### src/rtl/sws_pkg.sv
// Shared types and helpers for the SRAM write sequencer.
// Assumes nothing beyond IEEE 1800-2017 constant functions.
package sws_pkg;

    // Phase of one write cycle.
    typedef enum logic [1:0] {
        PH_IDLE  = 2'd0,
        PH_SETUP = 2'd1,
        PH_OVLP  = 2'd2,
        PH_POST  = 2'd3
    } phase_t;

    // Control pin bundle driven toward the RAM.
    typedef struct packed {
        logic cs1_n;
        logic cs2;
        logic we_n;
        logic oe_n;
        logic drv;
    } ctl_t;

    // Larger of two non-negative integers, usable in localparams.
    function automatic int max2(input int a, input int b);
        return (a > b) ? a : b;
    endfunction

endpackage

### src/rtl/sws_cnt.sv
// Phase cycle counter: counts up each clock and returns to zero on clear.
// Assumes the owner clears it at every phase boundary, so it never wraps.
module sws_cnt #(
    parameter int W = 4
) (
    input  logic         clk,
    input  logic         rst_n,
    input  logic         clr,
    output logic [W-1:0] q
);

    // Count cycles spent in the current phase.
    always_ff @(posedge clk) begin
        if (!rst_n)   q <= '0;
        else if (clr) q <= '0;
        else          q <= q + W'(1);
    end

endmodule

### src/rtl/sws_seq.sv
// Phase sequencer: IDLE -> SETUP -> OVLP -> POST -> IDLE.
// Each phase lasts a fixed number of cycles, and every count must be >= 1.
// It leaves IDLE only on start, which the top raises on handshake acceptance.
module sws_seq
    import sws_pkg::*;
#(
    parameter int SETUP_N = 2,
    parameter int OVLP_N  = 4,
    parameter int POST_N  = 3,
    parameter int CW      = 3
) (
    input  logic          clk,
    input  logic          rst_n,
    input  logic          start,
    output phase_t        phase,
    output logic [CW-1:0] cnt
);

    logic   last;
    logic   clr;
    phase_t nxt;

    // Flag the final cycle of the current timed phase.
    always_comb begin
        unique case (phase)
            PH_SETUP: last = (cnt == CW'(SETUP_N - 1));
            PH_OVLP:  last = (cnt == CW'(OVLP_N - 1));
            PH_POST:  last = (cnt == CW'(POST_N - 1));
            default:  last = 1'b0;
        endcase
    end

    // Choose the next phase.
    always_comb begin
        nxt = phase;
        unique case (phase)
            PH_IDLE:  if (start) nxt = PH_SETUP;
            PH_SETUP: if (last)  nxt = PH_OVLP;
            PH_OVLP:  if (last)  nxt = PH_POST;
            PH_POST:  if (last)  nxt = PH_IDLE;
            default:             nxt = PH_IDLE;
        endcase
    end

    // Hold the counter at zero in idle and at each phase boundary.
    assign clr = (phase == PH_IDLE) || last;

    // Register the phase.
    always_ff @(posedge clk) begin
        if (!rst_n) phase <= PH_IDLE;
        else        phase <= nxt;
    end

    sws_cnt #(.W(CW)) i_cnt (
        .clk   (clk),
        .rst_n (rst_n),
        .clr   (clr),
        .q     (cnt)
    );

endmodule

### src/rtl/sws_pins.sv
// Pin decoder: maps phase and in-phase count to RAM control levels.
// WE_LED picks strobe-led (1) or select-led (0) ordering; OE_LOW only matters
// when WE_LED=1. Assumes HOLD_N <= POST phase length.
module sws_pins
    import sws_pkg::*;
#(
    parameter int WE_LED  = 1,
    parameter int OE_LOW  = 1,
    parameter int DRV_DLY = 2,
    parameter int HOLD_N  = 1,
    parameter int CW      = 3
) (
    input  phase_t        phase,
    input  logic [CW-1:0] cnt,
    output ctl_t          ctl
);

    localparam logic OE_ACT = (WE_LED != 0) && (OE_LOW != 0);

    logic drv_ovlp;
    logic drv_post;

    // Delay the drive inside the overlap only when the RAM may still be driving.
    generate
        if (DRV_DLY == 0) begin : g_drv_now
            assign drv_ovlp = 1'b1;
        end else begin : g_drv_late
            assign drv_ovlp = (cnt >= CW'(DRV_DLY));
        end
    endgenerate

    assign drv_post = (cnt < CW'(HOLD_N));

    // Decode the control levels for the selected cycle style.
    generate
        if (WE_LED != 0) begin : g_we_led
            always_comb begin
                unique case (phase)
                    PH_SETUP: ctl = '{cs1_n: 1'b0, cs2: 1'b1, we_n: 1'b1, oe_n: !OE_ACT, drv: 1'b0};
                    PH_OVLP:  ctl = '{cs1_n: 1'b0, cs2: 1'b1, we_n: 1'b0, oe_n: !OE_ACT, drv: drv_ovlp};
                    PH_POST:  ctl = '{cs1_n: 1'b0, cs2: 1'b1, we_n: 1'b1, oe_n: 1'b1, drv: drv_post};
                    default:  ctl = '{cs1_n: 1'b1, cs2: 1'b0, we_n: 1'b1, oe_n: 1'b1, drv: 1'b0};
                endcase
            end
        end else begin : g_cs_led
            always_comb begin
                unique case (phase)
                    PH_SETUP: ctl = '{cs1_n: 1'b1, cs2: 1'b0, we_n: 1'b0, oe_n: 1'b1, drv: 1'b0};
                    PH_OVLP:  ctl = '{cs1_n: 1'b0, cs2: 1'b1, we_n: 1'b0, oe_n: 1'b1, drv: drv_ovlp};
                    PH_POST:  ctl = '{cs1_n: 1'b1, cs2: 1'b0, we_n: 1'b0, oe_n: 1'b1, drv: drv_post};
                    default:  ctl = '{cs1_n: 1'b1, cs2: 1'b0, we_n: 1'b1, oe_n: 1'b1, drv: 1'b0};
                endcase
            end
        end
    endgenerate

endmodule

### src/rtl/sram_write_seq.sv
// Top of the asynchronous SRAM write sequencer.
// It takes one write per handshake, latches the address and data, and runs
// setup, overlap and recovery on the RAM pins. All intervals are in clock
// cycles. Assumes SETUP_CYC, PULSE_CYC, RECOV_CYC >= 1 and HOLD_CYC <= RECOV_CYC.
module sram_write_seq
    import sws_pkg::*;
#(
    parameter int AW          = 13,
    parameter int DW          = 8,
    parameter int WE_LED      = 1,
    parameter int OE_LOW      = 1,
    parameter int SETUP_CYC   = 2,
    parameter int PULSE_CYC   = 3,
    parameter int DSETUP_CYC  = 2,
    parameter int TURNOFF_CYC = 2,
    parameter int HOLD_CYC    = 1,
    parameter int RECOV_CYC   = 3
) (
    input  logic          clk,
    input  logic          rst_n,
    input  logic          req_valid,
    output logic          req_ready,
    input  logic [AW-1:0] req_addr,
    input  logic [DW-1:0] req_data,
    output logic [AW-1:0] ram_addr,
    output logic          ram_cs1_n,
    output logic          ram_cs2,
    output logic          ram_we_n,
    output logic          ram_oe_n,
    output logic [DW-1:0] ram_dout,
    output logic          ram_dout_en
);

    localparam bit STRETCH = (WE_LED != 0) && (OE_LOW != 0);
    localparam int OVLP_BASE = max2(PULSE_CYC, DSETUP_CYC);
    localparam int OVLP_N = STRETCH ? max2(OVLP_BASE, TURNOFF_CYC + DSETUP_CYC) : OVLP_BASE;
    localparam int DRV_DLY = STRETCH ? TURNOFF_CYC : 0;
    localparam int CMAX = max2(max2(SETUP_CYC, OVLP_N), RECOV_CYC);
    localparam int CW = $clog2(CMAX + 1);

    phase_t        phase;
    logic [CW-1:0] cnt;
    ctl_t          ctl;
    logic          take;
    logic [AW-1:0] addr_q;
    logic [DW-1:0] data_q;

    assign req_ready = (phase == PH_IDLE);
    assign take      = req_valid && req_ready;

    // Latch the request so address and data stay still for the whole cycle.
    always_ff @(posedge clk) begin
        if (!rst_n) begin
            addr_q <= '0;
            data_q <= '0;
        end else if (take) begin
            addr_q <= req_addr;
            data_q <= req_data;
        end
    end

    sws_seq #(
        .SETUP_N (SETUP_CYC),
        .OVLP_N  (OVLP_N),
        .POST_N  (RECOV_CYC),
        .CW      (CW)
    ) i_seq (
        .clk   (clk),
        .rst_n (rst_n),
        .start (take),
        .phase (phase),
        .cnt   (cnt)
    );

    sws_pins #(
        .WE_LED  (WE_LED),
        .OE_LOW  (OE_LOW),
        .DRV_DLY (DRV_DLY),
        .HOLD_N  (HOLD_CYC),
        .CW      (CW)
    ) i_pins (
        .phase (phase),
        .cnt   (cnt),
        .ctl   (ctl)
    );

    assign ram_addr    = addr_q;
    assign ram_dout    = data_q;
    assign ram_cs1_n   = ctl.cs1_n;
    assign ram_cs2     = ctl.cs2;
    assign ram_we_n    = ctl.we_n;
    assign ram_oe_n    = ctl.oe_n;
    assign ram_dout_en = ctl.drv;

endmodule

### config.mk
export PLATFORM = sky130hd
export DESIGN_NAME = sram_write_seq
export DESIGN_NICKNAME = d
export VERILOG_FILES = /design/src/rtl/sws_pkg.sv /design/src/rtl/sws_cnt.sv /design/src/rtl/sws_seq.sv /design/src/rtl/sws_pins.sv /design/src/rtl/sram_write_seq.sv
export SDC_FILE = /design/constraint.sdc
export NUM_CORES = 1
export LEC_CHECK = 0
export ABC_AREA = 1
export BUFFER_PORTS_ARGS = -buffer_cell sky130_fd_sc_hd__buf_2
export CAP_MARGIN = 10
export CORE_UTILIZATION = 40
export DETAILED_ROUTE_END_ITERATION = 16
export GPL_TIMING_DRIVEN = 0
export PLACE_DENSITY_LB_ADDON = 0.12
export SETUP_SLACK_MARGIN = 0.5
export SYNTH_ARGS = -nofsm -noshare
export SYNTH_HDL_FRONTEND = slang
export SYNTH_SLANG_ARGS = --single-unit
### constraint.sdc
create_clock -name clk -period 1.5 [get_ports clk]
set_clock_uncertainty 0.05 [all_clocks]
set_input_delay 0.3 -clock clk [delete_from_list [all_inputs] [get_ports clk]]
set_output_delay 0.3 -clock clk [all_outputs]
set_load 0.02 [all_outputs]
======== Yosys cells after proc, flatten, opt, wreduce, memory -nomap -nowiden ========
Index checks and enable logic that the tools add are counted.
operators by class
  $add $sub $neg .......................... 1
  multiply operators ...................... 0
  div/mod/pow operators ................... 0
  order comparisons ....................... 2
  equal/unequal tests ..................... 10
  shift operators ......................... 0
  mux-type cells .......................... 7
  bitwise gates (word level) .............. 1
  reduce and logical (&&, ||, !) cells .... 5
operators with widths
  operator               count
  $pmux W5 S3            1
  $mux W2                4
  $pmux W2 S4            1
  $eq A3 B2 Y1 const B   2
  $ne A2 B2 Y1 const B   3
  $eq A2 B2 Y1 const B   2
  $reduce_and A4 Y1      1
  $add A3 B1 Y3 const B  1
  $eq A3 B1 Y1 const B   1
  $ge A3 B2 Y1 const B   1
  $lt A3 B1 Y1 const B   1
  $pmux W1 S3            1
  $eq A2 B1 Y1 const B   1
  $logic_not A2 Y1       1
  $ne A2 B1 Y1 const B   1
  $reduce_or A2 Y1       1
  $logic_and A1 B1 Y1    1
  $logic_or A1 B1 Y1     1
  $not A1 Y1             1
storage, ports and cells
  register bits after elaboration ......... 26
  latch bits .............................. 0
  RAM bits ................................ 0
  bits in read-only memories .............. 0
  input port bits ......................... 24
  output and inout port bits .............. 27
  word-level logic and storage cells ...... 30
  memories kept ........................... 0

======== Logic depth before layout (Yosys ltp) ========
Gate-level depths: netlist of run 1.
  word-level depth ........................ 4
  depth in mapped cells ................... 9
  mapped depth without buffers ............ 9

======== By module ========
Synthesis of run 1 repeated with hierarchy kept, for this count alone.
unflattened totals
  cells, all modules ...................... 207
  area, all modules ....................... 1,420.1 um^2
modules (own cells, without submodules)
  module          instances  cells an instance  area each (um^2)  seq. area each (um^2)
  sram_write_seq  1          139                965.9             420.4
  sws_seq         1          37                 240.2             40.0
  sws_cnt         1          15                 116.4             60.1
  sws_pins        1          16                 97.6              0.0

======== Worst setup path after synthesis of run 1 ========
No wires, ideal clock.
  path kind ............................... register to output
  from .................................... register i_seq.phase[0]
  to ...................................... output ram_dout_en
  arrival ................................. 1.126 ns
  data required time ...................... 1.150 ns
  slack ................................... 0.024 ns
  stages on the path, launching flop included .. 4
  path buffers ............................ 0
  path through ............................ dfxtp_1 -> inv_1 -> ha_1 -> a21oi_1
on the way
  word-level cells in the longest chain between the ends .. 2
  elaborated cells on any way between the ends .. 4
  those cells by class .................... eq/ne: 3; mux: 1
ends and longest elaborated chain
  what                                                 line                  source
  start: declaration                                   sws_seq.sv:15         output phase_t phase,
  start signal: assignment                             sws_seq.sv:51         else phase <= nxt;
  $eq A2 B2 Y1 / $eq A2 B1 Y1 (equally long branches)  sws_pins.sv:38        unique case (phase)
  $pmux W5 S3 *                                        sws_pins.sv:38
  end: declaration                                     sram_write_seq.sv:31  output logic ram_dout_en
Mark *: on every way between the ends. The rest lies on a longest branch, timed or not.

======== Final worst setup path of run 1 ========
Same ends and word-level chain as after synthesis.

==> impl_metrics.xml, run 1 <==
<?xml version="1.0" encoding="UTF-8"?>
<metrics>
  <group name="sta">
    <metric name="finalWorstPathRequiredPeriod" unit="ns">1.652</metric>
    <metric name="maxSlewHeadroom" unit="%">68.81</metric>
    <metric name="fin_ws" unit="ns">-0.1518</metric>
    <metric name="maxSlewViolCount" unit="">0</metric>
    <metric name="finalSetupViolCount" unit="">5</metric>
    <metric name="hold_viol_final" unit="">0</metric>
    <metric name="transition_time_at_the_pin_with_the_least_slew_margin" unit="ns">0.4679</metric>
    <metric name="rsz0062_at_grt" unit="">true</metric>
    <metric name="fin_crit_sh" unit="%">110.1</metric>
    <metric name="achievable-frequency" unit="MHz">605.4</metric>
  </group>
  <group name="status">
    <metric name="failing_checks" unit="">negative setup slack</metric>
    <metric name="status" unit="">complete, but fails checks</metric>
  </group>
  <group name="routing">
    <metric name="route.detailed.drc" unit="">0</metric>
    <metric name="detail_route.vias_per_cell" unit="">4.931</metric>
    <metric name="detail-route-antenna-nets" unit="">0</metric>
    <metric name="wirelength" unit="um">2984</metric>
    <metric name="detailedRoute.firstIterationViolations" unit="">18</metric>
    <metric name="route.vias.total" unit="">1149</metric>
    <metric name="first_pass_iters" unit="">4</metric>
    <metric name="detail_route.wl_per_cell" unit="um">12.81</metric>
  </group>
  <group name="clocking">
    <metric name="cts_hold_repair.buffers" unit="">0</metric>
    <metric name="max-clock-path-buffers" unit="">2</metric>
    <metric name="cts.sink_count" unit="">26</metric>
    <metric name="insertion_delay" unit="ns">0.32</metric>
    <metric name="cts_made_buffers" unit="">3</metric>
    <metric name="ctsRootBufferMaster" unit="">sky130_fd_sc_hd__clkbuf_4</metric>
    <metric name="cts-htree-levels" unit="">1</metric>
    <metric name="clkSlewWorstSetupHoldPaths" unit="ns">0.14</metric>
    <metric name="cts_tree" unit="">yes</metric>
  </group>
  <group name="pwr">
    <metric name="max-vdd-ir-drop" unit="mV">1.314</metric>
    <metric name="power_leakage" unit="nW">0.8588</metric>
    <metric name="fin_total_pwr" unit="mW">3.577</metric>
    <metric name="power_density" unit="nW/um^2">1859</metric>
  </group>
  <group name="finish">
    <metric name="syn2layout_area_growth" unit="%">76.58</metric>
    <metric name="fill_cells" unit="">189</metric>
    <metric name="drive_gt1_share" unit="%">66.01</metric>
    <metric name="final_nets" unit="">238</metric>
    <metric name="mostFrequentLayoutCell" unit="">sky130_fd_sc_hd__nor2_1</metric>
    <metric name="post-route-cell-area" unit="um^2">1924</metric>
    <metric name="fin_util" unit="%">76.29</metric>
    <metric name="antenna-diode-count" unit="">0</metric>
    <metric name="final_cell_mix" unit="">sky130_fd_sc_hd__nor2_1 (36), sky130_fd_sc_hd__buf_6 (25), sky130_fd_sc_hd__buf_2 (23)</metric>
  </group>
  <group name="synth">
    <metric name="synth_fp_nets" unit="">174</metric>
    <metric name="synth.avg_cell_area" unit="um^2">7.784</metric>
    <metric name="post_synth_instance_area" unit="um^2">1090</metric>
    <metric name="yosys_register_bits" unit="">26</metric>
    <metric name="synth-seq-area-share" unit="%">47.76</metric>
    <metric name="yosysWarningCount" unit="">0</metric>
    <metric name="netlist_instances" unit="">140</metric>
    <metric name="synth.distinct_cells" unit="">15</metric>
  </group>
  <group name="setup_path">
    <metric name="startpoint_type" unit="">flop</metric>
    <metric name="critical_path_class" unit="">flop to output port</metric>
    <metric name="critical_path_origin" unit="">i_seq.phase[0]$_SDFFE_PN0P_</metric>
    <metric name="worstPathArrival" unit="ns">1.30</metric>
    <metric name="reg2reg_depth" unit="">7</metric>
    <metric name="cp.required" unit="ns">1.15</metric>
    <metric name="worst-path-max-fanout" unit="">4</metric>
    <metric name="reg2reg_from" unit="">i_seq.phase[0]$_SDFFE_PN0P_</metric>
    <metric name="cp-end-kind" unit="">output port</metric>
  </group>
  <group name="min_path">
    <metric name="worstHoldPathType" unit="">input port to flop</metric>
    <metric name="timing.hold.worst.start" unit="">req_data[7]</metric>
    <metric name="hold-path-cell-count" unit="">3</metric>
  </group>
  <group name="global_route">
    <metric name="globalRouteOverflowTotal" unit="">0</metric>
    <metric name="grt_pass1_vias" unit="">1015</metric>
    <metric name="antenna_found_initial" unit="">0</metric>
    <metric name="maximum_number_of_pins_on_one_net_before_global_route_repair" unit="">15</metric>
    <metric name="global_route_wire_length_before_repair" unit="um">4181</metric>
    <metric name="grt.total_usage" unit="%">19.98</metric>
  </group>
  <group name="floorplan">
    <metric name="floorplan.initialDensity" unit="%">43.20</metric>
    <metric name="std_cell_rows" unit="">18</metric>
    <metric name="floorplan.io_pins" unit="">51</metric>
    <metric name="dieArea" unit="um^2">2937</metric>
    <metric name="placeableCoreArea" unit="um^2">2522</metric>
    <metric name="die_y" unit="um">54.20</metric>
    <metric name="die_w" unit="um">54.20</metric>
  </group>
  <group name="placement">
    <metric name="routabilityCongestion" unit="">0.6992</metric>
    <metric name="place.port_buffers" unit="">50</metric>
    <metric name="placed_cell_area" unit="um^2">1461</metric>
    <metric name="place_hpwl" unit="um">1865</metric>
  </group>
  <group name="job">
    <metric name="max-cap-violations" unit="">0</metric>
  </group>
</metrics>
[registers in the layout, indices dropped and copies added, names as in the netlist]
| signal | count |
|---|---|
| ram_dout | 8 |
| i_seq.i_cnt.q | 3 |
| ram_addr | 13 |
| i_seq.phase | 2 |
[critical path, stage by stage (launching register included)]
cell	delay, ns
sky130_fd_sc_hd__dfxtp_4	0.41
sky130_fd_sc_hd__inv_8	0.08
sky130_fd_sc_hd__ha_4	0.15
sky130_fd_sc_hd__o31ai_2	0.07
sky130_fd_sc_hd__a21oi_2	0.14
sky130_fd_sc_hd__buf_6	0.13
[path summary, 6_finish.rpt]
check,endpoint,slack [ns]
hold reg to reg,ram_dout[7]$_SDFFE_PN0P_,0.45
hold / removal,ram_dout[7]$_SDFFE_PN0P_,0.15
setup / recovery,ram_dout_en,-0.15
setup reg to reg,i_seq.phase[0]$_SDFFE_PN0P_,0.02
[area by class of cell]
type	count	area, um^2	share of cell area, %
multi-input combinational	98	691.9	35.96
sequential	26	559.3	29.06
inverter	10	52.55	2.731
timing repair buffer	59	479.2	24.90
tap	30	37.54	1.951
buffer	6	67.56	3.511
clock buffer	4	36.28	1.886
[cells by family (layout without fill, tap and decap cells)]
| group | Yosys count | count (layout) | share of synthesized area (%) |
|---|---|---|---|
| DFF | 26 | 26 | 47.76 |
| and+or+nand+nor | 63 | 63 | 23.31 |
| adders and majority gates | 10 | 10 | 11.48 |
| AOI/OAI and AO/OA | 25 | 25 | 11.71 |
| buffers and inverters | 16 | 79 | 5.741 |
[layer usage]
| metal | global-route usage (%) | part of all wire (%) | vias to the layer above |
|---|---|---|---|
| met5 | 0 | 0 | - |
| met3 | 5.367 | 5.4 | 5 |
| met2 | 39.23 | 54 | 34 |
| li1 | - | - | 574 |
| met1 | 19.19 | 39 | 536 |
| met4 | 7.692 | 1.4 | 0 |
[per-stage QoR]
| step | hold WS [ns] | worst slack [ns] | setup TNS [ns] | instances |
|---|---|---|---|---|
| after floorplan | 0.3832 | 0.1676 | 0 | 140 |
| after global placement | 0.4014 | 0.04792 | 0 | 220 |
| after detailed placement | 0.4152 | 0.008624 | 0 | 220 |
| after CTS | 0.1538 | -0.1550 | -0.3220 | 226 |
| after global routing | 0.1462 | -0.2159 | -0.6267 | 233 |
| final | 0.1454 | -0.1518 | -0.3442 | 233 |
[report_power, final]
part	internal, mW	switching (mW)	total (mW)	leakage, nW
Sequential	0.947	0.197	1.14	0.224
Clock	0.149	0.205	0.354	0.0210
Combinational	1.02	1.06	2.08	0.614
[what timing repair did]
action                                  CTS  global route
endpoints found under the setup margin   53            53
gates resized for setup                 101            40
setup buffers                             2             7
pin swaps                                10             5
[cells in the mapped netlist]
cell	number	area, um^2
sky130_fd_sc_hd__or2_2	1	6.260
sky130_fd_sc_hd__a21oi_1	3	15.01
sky130_fd_sc_hd__nand3_1	6	30.03
sky130_fd_sc_hd__nor2_1	48	180.2
sky130_fd_sc_hd__o21ai_0	21	105.1
sky130_fd_sc_hd__inv_1	10	37.54
sky130_fd_sc_hd__clkbuf_1	4	15.01
sky130_fd_sc_hd__nand4_1	1	6.260
sky130_fd_sc_hd__or3_1	1	6.260
sky130_fd_sc_hd__o31ai_1	1	7.510
sky130_fd_sc_hd__buf_2	2	10.01
sky130_fd_sc_hd__ha_1	10	125.1
sky130_fd_sc_hd__nand2_1	5	18.77
sky130_fd_sc_hd__dfxtp_1	26	520.5
sky130_fd_sc_hd__nand2_2	1	6.260
(Power assumes the default switching activity.)
==> inputs of run 2 (changes only) <==
--- a/config.mk
+++ b/config.mk
@@ -5,14 +5,14 @@
 export SDC_FILE = /design/constraint.sdc
 export NUM_CORES = 1
 export LEC_CHECK = 0
-export ABC_AREA = 1
 export BUFFER_PORTS_ARGS = -buffer_cell sky130_fd_sc_hd__buf_2
 export CAP_MARGIN = 10
-export CORE_UTILIZATION = 40
+export CORE_UTILIZATION = 30
 export DETAILED_ROUTE_END_ITERATION = 16
 export GPL_TIMING_DRIVEN = 0
 export PLACE_DENSITY_LB_ADDON = 0.12
 export SETUP_SLACK_MARGIN = 0.5
+export SKIP_CTS_REPAIR_TIMING = 1
 export SYNTH_ARGS = -nofsm -noshare
 export SYNTH_HDL_FRONTEND = slang
 export SYNTH_SLANG_ARGS = --single-unit
==> run 2 against run 1 <==
The flow still finishes with violations (negative setup slack). Global-route usage decreased by 7.0 points. Setup slack improved by 0.055 ns. First-iteration DRC count rose to 2.8 times the previous value. Count of clock-buffer cells in the layout is 1 lower. Core utilization decreased by 23 points. Final area rose by 2.9%.
==> impl_metrics.xml, run 2 <==
<?xml version="1.0" encoding="UTF-8"?>
<metrics>
  <group name="status">
    <metric name="status" unit="">complete, but fails checks</metric>
    <metric name="failing_checks" unit="">negative setup slack</metric>
  </group>
  <group name="routing">
    <metric name="detail_route.vias_per_cell" unit="">4.446</metric>
    <metric name="route.vias.total" unit="">1107</metric>
    <metric name="wirelength" unit="um">2769</metric>
    <metric name="first_pass_iters" unit="">3</metric>
    <metric name="detail-route-antenna-nets" unit="">0</metric>
    <metric name="detail_route.wl_per_cell" unit="um">11.12</metric>
    <metric name="route.detailed.drc" unit="">0</metric>
    <metric name="detailedRoute.firstIterationViolations" unit="">51</metric>
  </group>
  <group name="floorplan">
    <metric name="dieArea" unit="um^2">4123</metric>
    <metric name="floorplan.initialDensity" unit="%">31.48</metric>
    <metric name="die_y" unit="um">64.21</metric>
    <metric name="floorplan.io_pins" unit="">51</metric>
    <metric name="placeableCoreArea" unit="um^2">3689</metric>
    <metric name="std_cell_rows" unit="">22</metric>
    <metric name="die_w" unit="um">64.21</metric>
  </group>
  <group name="finish">
    <metric name="mostFrequentLayoutCell" unit="">sky130_fd_sc_hd__nand2_1</metric>
    <metric name="regArea" unit="um^2">559.3</metric>
    <metric name="antenna-diode-count" unit="">0</metric>
    <metric name="syn2layout_area_growth" unit="%">70.47</metric>
    <metric name="final_nets" unit="">236</metric>
    <metric name="drive_gt1_share" unit="%">58.21</metric>
    <metric name="stdcell_count" unit="">249</metric>
    <metric name="fill_cells" unit="">375</metric>
    <metric name="multiInputGateArea" unit="um^2">703.2</metric>
    <metric name="final_cell_mix" unit="">sky130_fd_sc_hd__nand2_1 (46), sky130_fd_sc_hd__buf_6 (27), sky130_fd_sc_hd__buf_2 (23)</metric>
    <metric name="largest_reg_flops" unit="">13</metric>
  </group>
  <group name="setup_path">
    <metric name="rrSetupSlack" unit="ns">-0.04</metric>
    <metric name="timing.rr.end" unit="">i_seq.phase[1]$_SDFFE_PN0P_</metric>
    <metric name="reg2reg_from" unit="">i_seq.phase[1]$_SDFFE_PN0P_</metric>
    <metric name="cp_top_family" unit="">flip-flops</metric>
    <metric name="critPathSlowestCell" unit="">sky130_fd_sc_hd__dfxtp_4</metric>
    <metric name="startpoint_type" unit="">flop</metric>
    <metric name="worstPathBufferInverterCount" unit="">2</metric>
    <metric name="worstPathArrival" unit="ns">1.25</metric>
    <metric name="cp-end-kind" unit="">output port</metric>
    <metric name="reg2reg_depth" unit="">5</metric>
    <metric name="cp_slowest_stage_delay" unit="ns">0.37</metric>
    <metric name="worst-path-max-fanout" unit="">3</metric>
    <metric name="critical_path_class" unit="">flop to output port</metric>
    <metric name="cp.required" unit="ns">1.15</metric>
    <metric name="crit_path_cell_trace" unit="">inv_4 &gt; ha_4 &gt; o31ai_4 &gt; a21oi_2 &gt; buf_4</metric>
  </group>
  <group name="synth">
    <metric name="synth.avg_cell_area" unit="um^2">8.538</metric>
    <metric name="yosysWarningCount" unit="">0</metric>
    <metric name="synth_ff_type" unit="">sky130_fd_sc_hd__dfxtp_1</metric>
    <metric name="yosys_register_bits" unit="">26</metric>
    <metric name="synth_top_area_share" unit="%">44.83</metric>
    <metric name="synth-seq-area-share" unit="%">44.83</metric>
    <metric name="synth_fp_nets" unit="">170</metric>
    <metric name="netlist_instances" unit="">136</metric>
    <metric name="synth.distinct_cells" unit="">25</metric>
    <metric name="yosysMostFrequentCell" unit="">sky130_fd_sc_hd__nand2_1</metric>
    <metric name="async_flop_share" unit="%">0</metric>
    <metric name="yosys-top-cells-count" unit="">sky130_fd_sc_hd__nand2_1 (46), sky130_fd_sc_hd__dfxtp_1 (26), sky130_fd_sc_hd__a21boi_0 (15), sky130_fd_sc_hd__ha_1 (10), sky130_fd_sc_hd__inv_1 (8)</metric>
    <metric name="most_area_hungry_cell_type_in_the_yosys_netlist" unit="">sky130_fd_sc_hd__dfxtp_1</metric>
    <metric name="post_synth_instance_area" unit="um^2">1161</metric>
    <metric name="count_of_flip_flops_with_a_built_in_enable_after_synthesis" unit="">0</metric>
    <metric name="ranking_of_synthesized_cells_by_area" unit="">sky130_fd_sc_hd__dfxtp_1 (45%), sky130_fd_sc_hd__nand2_1 (15%), sky130_fd_sc_hd__ha_1 (11%)</metric>
  </group>
  <group name="pwr">
    <metric name="netSwitchingFraction" unit="%">37.09</metric>
    <metric name="power_density" unit="nW/um^2">1676</metric>
    <metric name="power_report.internal_total" unit="mW">2.086</metric>
    <metric name="max-vdd-ir-drop" unit="mV">0.9969</metric>
    <metric name="power_leakage" unit="nW">0.8467</metric>
    <metric name="seqPwrFrac" unit="%">31.0</metric>
    <metric name="p_clk_share" unit="%">17.1</metric>
    <metric name="power_frac_comb" unit="%">51.9</metric>
    <metric name="p_sw" unit="mW">1.230</metric>
  </group>
  <group name="sta">
    <metric name="setup_tns" unit="ns">-0.1799</metric>
    <metric name="fin_crit_sh" unit="%">106.5</metric>
    <metric name="finalWorstPathRequiredPeriod" unit="ns">1.597</metric>
    <metric name="transition_time_at_the_pin_with_the_least_slew_margin" unit="ns">0.3252</metric>
    <metric name="maxSlewViolCount" unit="">0</metric>
    <metric name="maxSlewHeadroom" unit="%">78.32</metric>
    <metric name="achievable-frequency" unit="MHz">626.1</metric>
    <metric name="hold_viol_final" unit="">0</metric>
    <metric name="rsz0062_at_grt" unit="">true</metric>
    <metric name="fin_ws" unit="ns">-0.09722</metric>
    <metric name="finalSetupViolCount" unit="">4</metric>
  </group>
  <group name="placement">
    <metric name="place.port_buffers" unit="">50</metric>
    <metric name="routabilityCongestion" unit="">0.7915</metric>
    <metric name="place_hpwl" unit="um">2054</metric>
    <metric name="total_instance_count_after_detailed_placement" unit="">234</metric>
    <metric name="post-place-ws" unit="ns">-0.04568</metric>
  </group>
  <group name="min_path">
    <metric name="min_delay_worst_endpoint" unit="">ram_addr[9]$_SDFFE_PN0P_</metric>
    <metric name="worstHoldPathType" unit="">input port to flop</metric>
    <metric name="timing.hold.worst.start" unit="">req_addr[9]</metric>
    <metric name="hold-path-cell-count" unit="">3</metric>
  </group>
  <group name="global_route">
    <metric name="grt_pass1_vias" unit="">999</metric>
    <metric name="antenna_found_initial" unit="">0</metric>
    <metric name="maximum_number_of_pins_on_one_net_before_global_route_repair" unit="">16</metric>
    <metric name="globalRouteOverflowTotal" unit="">0</metric>
    <metric name="grt.total_usage" unit="%">12.98</metric>
    <metric name="global_route_wire_length_before_repair" unit="um">4209</metric>
  </group>
  <group name="clocking">
    <metric name="insertion_delay" unit="ns">0.26</metric>
    <metric name="max-clock-path-buffers" unit="">2</metric>
    <metric name="cts.sink_count" unit="">26</metric>
    <metric name="cts-htree-levels" unit="">1</metric>
    <metric name="cts_tree" unit="">yes</metric>
    <metric name="clkSlewWorstSetupHoldPaths" unit="ns">0.09</metric>
    <metric name="cts_made_buffers" unit="">3</metric>
    <metric name="ctsRootBufferMaster" unit="">sky130_fd_sc_hd__clkbuf_8</metric>
  </group>
  <group name="job">
    <metric name="max-cap-violations" unit="">0</metric>
  </group>
</metrics>
[run 2: worst max-delay path by stage]
stage | depth (start not counted) | startpoint | end
2_1_floorplan | 5 | i_seq.phase[1]$_SDFFE_PN0P_ | i_seq.phase[0]$_SDFFE_PN0P_
3_3_place_gp | 5 | i_seq.phase[1]$_SDFFE_PN0P_ | i_seq.phase[1]$_SDFFE_PN0P_
3_5_place_dp | 6 | i_seq.phase[1]$_SDFFE_PN0P_ | i_seq.phase[1]$_SDFFE_PN0P_
4_1_cts | 5 | i_seq.phase[0]$_SDFFE_PN0P_ | ram_dout_en
5_1_grt | 5 | i_seq.phase[0]$_SDFFE_PN0P_ | ram_dout_en
6_report | 5 | i_seq.i_cnt.q[0]$_SDFF_PP0_ | ram_dout_en
[run 2: routing by layer]
| layer | track usage (%) | routed length (um) | vias up |
|---|---|---|---|
| li1 | - | - | 574 |
| met1 | 15.85 | 1266 | 500 |
| met2 | 22.74 | 1350 | 31 |
| met3 | 2.500 | 132 | 2 |
| met4 | 4.167 | 19 | 0 |
| met5 | 0 | 0 | - |
[run 2: cells by family after synthesis]
kind of cell	synth area share (%)
buffers and inverters	4.849
muxes	1.724
AOI/OAI and AO/OA	18.75
adders and majority gates	10.78
and+or+nand+nor	19.07
DFF	44.83
[run 2: power by group through the flow]
stage,logic (mW),clock network [mW],registers [mW]
final,1.72,0.567,1.03
after global routing,1.89,0.620,1.04
after CTS,1.24,0.593,0.935
after global placement,1.22,0,0.944
after detailed placement,1.24,0,0.951
after floorplan,0.778,0,1.06
[run 2: through the flow]
stage	area, um^2	util (%)	total power [mW]	hold slack, ns
after floorplan	1205	-	1.840	0.3718
after CTS	1587	43.01	2.770	0.2079
final	1979	53.66	3.317	0.2043
after global routing	1979	53.66	3.553	0.2057
after detailed placement	1515	41.08	2.190	0.3946
after global placement	1515	41.08	2.166	0.3877
[run 2: worst register-to-register path, delay by kind of cell, from the launching register on]
kind | cells | cell delay (ns)
flops | 1 | 0.42
simple gates | 1 | 0.38
fa+ha+maj | 1 | 0.19
mux | 1 | 0.19
compound gates | 1 | 0.16
buf+inv | 1 | 0.07
[run 2: area by class of cell]
type	count	share of cell area, %
inverters	8	2.276
repair buffers	61	24.97
clock inverters	1	1.517
flip-flops and latches	26	28.26
multi-input cells	96	35.52
well taps	48	3.034
clock buffers	3	2.086
plain buffers	6	2.339
==> inputs of run 3 (changes only) <==
--- a/config.mk
+++ b/config.mk
@@ -7,6 +7,7 @@
 export LEC_CHECK = 0
 export BUFFER_PORTS_ARGS = -buffer_cell sky130_fd_sc_hd__buf_2
 export CAP_MARGIN = 10
+export CORE_ASPECT_RATIO = 1.1
 export CORE_UTILIZATION = 30
 export DETAILED_ROUTE_END_ITERATION = 16
 export GPL_TIMING_DRIVEN = 0
==> run 3 against run 2 <==
The run still ends with negative setup slack left. Core utilization is 1.8 points lower. Routed wire length down 1.2%. Register-to-register slack about the same. Sequential cell count unchanged. Global-route usage is 0.62 points higher. Sequential share of layout area increased by 1.2 points.
==> impl_metrics.xml, run 3 (synthesis results as in run 2) <==
<?xml version="1.0" encoding="UTF-8"?>
<metrics>
  <group name="floorplan">
    <metric name="die_y" unit="um">67.25</metric>
    <metric name="dieArea" unit="um^2">4123</metric>
    <metric name="floorplan.initialDensity" unit="%">31.52</metric>
    <metric name="die_w" unit="um">61.32</metric>
    <metric name="floorplan.io_pins" unit="">51</metric>
    <metric name="std_cell_rows" unit="">23</metric>
    <metric name="placeableCoreArea" unit="um^2">3684</metric>
  </group>
  <group name="routing">
    <metric name="detail_route.vias_per_cell" unit="">4.377</metric>
    <metric name="detailedRoute.firstIterationViolations" unit="">25</metric>
    <metric name="detail-route-antenna-nets" unit="">0</metric>
    <metric name="wirelength" unit="um">2737</metric>
    <metric name="detail_route.wl_per_cell" unit="um">11.08</metric>
    <metric name="route.vias.total" unit="">1081</metric>
    <metric name="route.detailed.drc" unit="">0</metric>
    <metric name="first_pass_iters" unit="">4</metric>
  </group>
  <group name="sta">
    <metric name="maxSlewViolCount" unit="">0</metric>
    <metric name="maxSlewHeadroom" unit="%">74.71</metric>
    <metric name="hold_viol_final" unit="">0</metric>
    <metric name="achievable-frequency" unit="MHz">623.4</metric>
    <metric name="finalWorstPathRequiredPeriod" unit="ns">1.604</metric>
    <metric name="transition_time_at_the_pin_with_the_least_slew_margin" unit="ns">0.3793</metric>
    <metric name="setup_tns" unit="ns">-0.2224</metric>
    <metric name="finalSetupViolCount" unit="">5</metric>
    <metric name="fin_ws" unit="ns">-0.1041</metric>
    <metric name="fin_crit_sh" unit="%">106.9</metric>
    <metric name="rsz0062_at_grt" unit="">true</metric>
  </group>
  <group name="finish">
    <metric name="mostFrequentLayoutCell" unit="">sky130_fd_sc_hd__nand2_1</metric>
    <metric name="final_cell_mix" unit="">sky130_fd_sc_hd__nand2_1 (46), sky130_fd_sc_hd__buf_6 (25), sky130_fd_sc_hd__buf_2 (25)</metric>
    <metric name="final_nets" unit="">232</metric>
    <metric name="largest_reg_flops" unit="">13</metric>
    <metric name="syn2layout_area_growth" unit="%">64.44</metric>
    <metric name="fin_util" unit="%">51.83</metric>
    <metric name="antenna-diode-count" unit="">0</metric>
    <metric name="drive_gt1_share" unit="%">57.36</metric>
    <metric name="post-route-cell-area" unit="um^2">1909</metric>
  </group>
  <group name="setup_path">
    <metric name="cp_slowest_stage_delay" unit="ns">0.38</metric>
    <metric name="worstPathArrival" unit="ns">1.25</metric>
    <metric name="cp_top_family" unit="">flip-flops</metric>
    <metric name="critical_path_class" unit="">flop to output port</metric>
    <metric name="worstPathBufferInverterCount" unit="">2</metric>
    <metric name="critPathSlowestCell" unit="">sky130_fd_sc_hd__dfxtp_4</metric>
    <metric name="crit_path_cell_trace" unit="">inv_2 &gt; ha_4 &gt; o31ai_4 &gt; a21oi_2 &gt; buf_6</metric>
    <metric name="cp-end-kind" unit="">output port</metric>
    <metric name="startpoint_type" unit="">flop</metric>
    <metric name="worst-path-max-fanout" unit="">4</metric>
    <metric name="cp.required" unit="ns">1.15</metric>
  </group>
  <group name="job">
    <metric name="max-cap-violations" unit="">0</metric>
  </group>
  <group name="min_path">
    <metric name="worstHoldPathType" unit="">input port to flop</metric>
  </group>
  <group name="clocking">
    <metric name="ctsRootBufferMaster" unit="">sky130_fd_sc_hd__clkbuf_8</metric>
    <metric name="clkSlewWorstSetupHoldPaths" unit="ns">0.09</metric>
    <metric name="insertion_delay" unit="ns">0.26</metric>
    <metric name="cts_made_buffers" unit="">3</metric>
    <metric name="cts-htree-levels" unit="">1</metric>
    <metric name="cts.sink_count" unit="">26</metric>
    <metric name="max-clock-path-buffers" unit="">2</metric>
    <metric name="cts_tree" unit="">yes</metric>
  </group>
  <group name="placement">
    <metric name="routabilityCongestion" unit="">0.7293</metric>
    <metric name="placed_cell_area" unit="um^2">1518</metric>
    <metric name="place.port_buffers" unit="">50</metric>
    <metric name="place_hpwl" unit="um">1974</metric>
    <metric name="post-place-ws" unit="ns">-0.08739</metric>
  </group>
  <group name="status">
    <metric name="failing_checks" unit="">negative setup slack</metric>
    <metric name="status" unit="">complete, but fails checks</metric>
  </group>
  <group name="pwr">
    <metric name="max-vdd-ir-drop" unit="mV">0.9637</metric>
    <metric name="power_density" unit="nW/um^2">1603</metric>
    <metric name="power_leakage" unit="nW">0.8136</metric>
  </group>
  <group name="global_route">
    <metric name="globalRouteOverflowTotal" unit="">0</metric>
    <metric name="global_route_wire_length_before_repair" unit="um">4202</metric>
    <metric name="grt_pass1_vias" unit="">982</metric>
    <metric name="grt.total_usage" unit="%">13.60</metric>
    <metric name="antenna_found_initial" unit="">0</metric>
    <metric name="maximum_number_of_pins_on_one_net_before_global_route_repair" unit="">15</metric>
  </group>
</metrics>
## run 3: changes by cell type in the layout (fill, tap and decap cells not counted), moves of 2 or more
| cell | delta |
|---|---|
| sky130_fd_sc_hd__inv_2 | +3 |
| sky130_fd_sc_hd__a21boi_0 | -2 |
| sky130_fd_sc_hd__a21boi_1 | +2 |
| sky130_fd_sc_hd__buf_2 | +2 |
| sky130_fd_sc_hd__buf_4 | -2 |
| sky130_fd_sc_hd__buf_6 | -2 |
| sky130_fd_sc_hd__clkbuf_4 | -2 |
| sky130_fd_sc_hd__inv_4 | -2 |
## run 3: worst paths after layout
kind	startpoint	end	slack [ns]	cells after the start
setup / recovery	i_seq.i_cnt.q[0]$_SDFF_PP0_	ram_dout_en	-0.10	5
hold / removal	req_addr[7]	ram_addr[7]$_SDFFE_PN0P_	0.20	3
setup reg to reg	i_seq.phase[0]$_SDFFE_PN0P_	i_seq.phase[1]$_SDFFE_PN0P_	-0.03	6
hold reg to reg	i_seq.i_cnt.q[0]$_SDFF_PP0_	i_seq.i_cnt.q[0]$_SDFF_PP0_	0.40	1
## run 3: worst reg2reg max path, cell delays in order, from the launching register on
cell	delay, ns
sky130_fd_sc_hd__dfxtp_4	0.39
sky130_fd_sc_hd__buf_4	0.13
sky130_fd_sc_hd__ha_4	0.14
sky130_fd_sc_hd__a22oi_2	0.06
sky130_fd_sc_hd__or3_4	0.34
sky130_fd_sc_hd__a21oi_4	0.16
sky130_fd_sc_hd__mux2i_1	0.19
## run 3: cell type report
type	count	area, um^2
Tap cell	50	62.56
Clock buffer	4	55.05
Buffer	6	46.29
Inverter	8	35.03
Fill cell	385	1774
Sequential cell	26	561.8
Multi-Input combinational cell	96	696.9
Timing Repair Buffer	57	451.7
## run 3: power breakdown
part	switching, mW	internal, mW
clock network	0.207	0.234
registers	0.139	0.871
logic	0.843	0.767
## run 3: layer usage
metal	share of wire (%)	track usage, %
met5	0	0
met4	0.62	5.114
met3	5.0	2.299
met2	50	24.05
met1	45	16.10
## run 3: metrics by stage
step / hold WS [ns] / total power [mW] / cells
3_3_place_gp: 0.3874 / 2.156 / 236
3_5_place_dp: 0.3918 / 2.191 / 236
2_1_floorplan: 0.3718 / 1.840 / 136
6_report: 0.2035 / 3.061 / 247
5_1_grt: 0.2032 / 3.289 / 247
4_1_cts: 0.2070 / 2.646 / 240
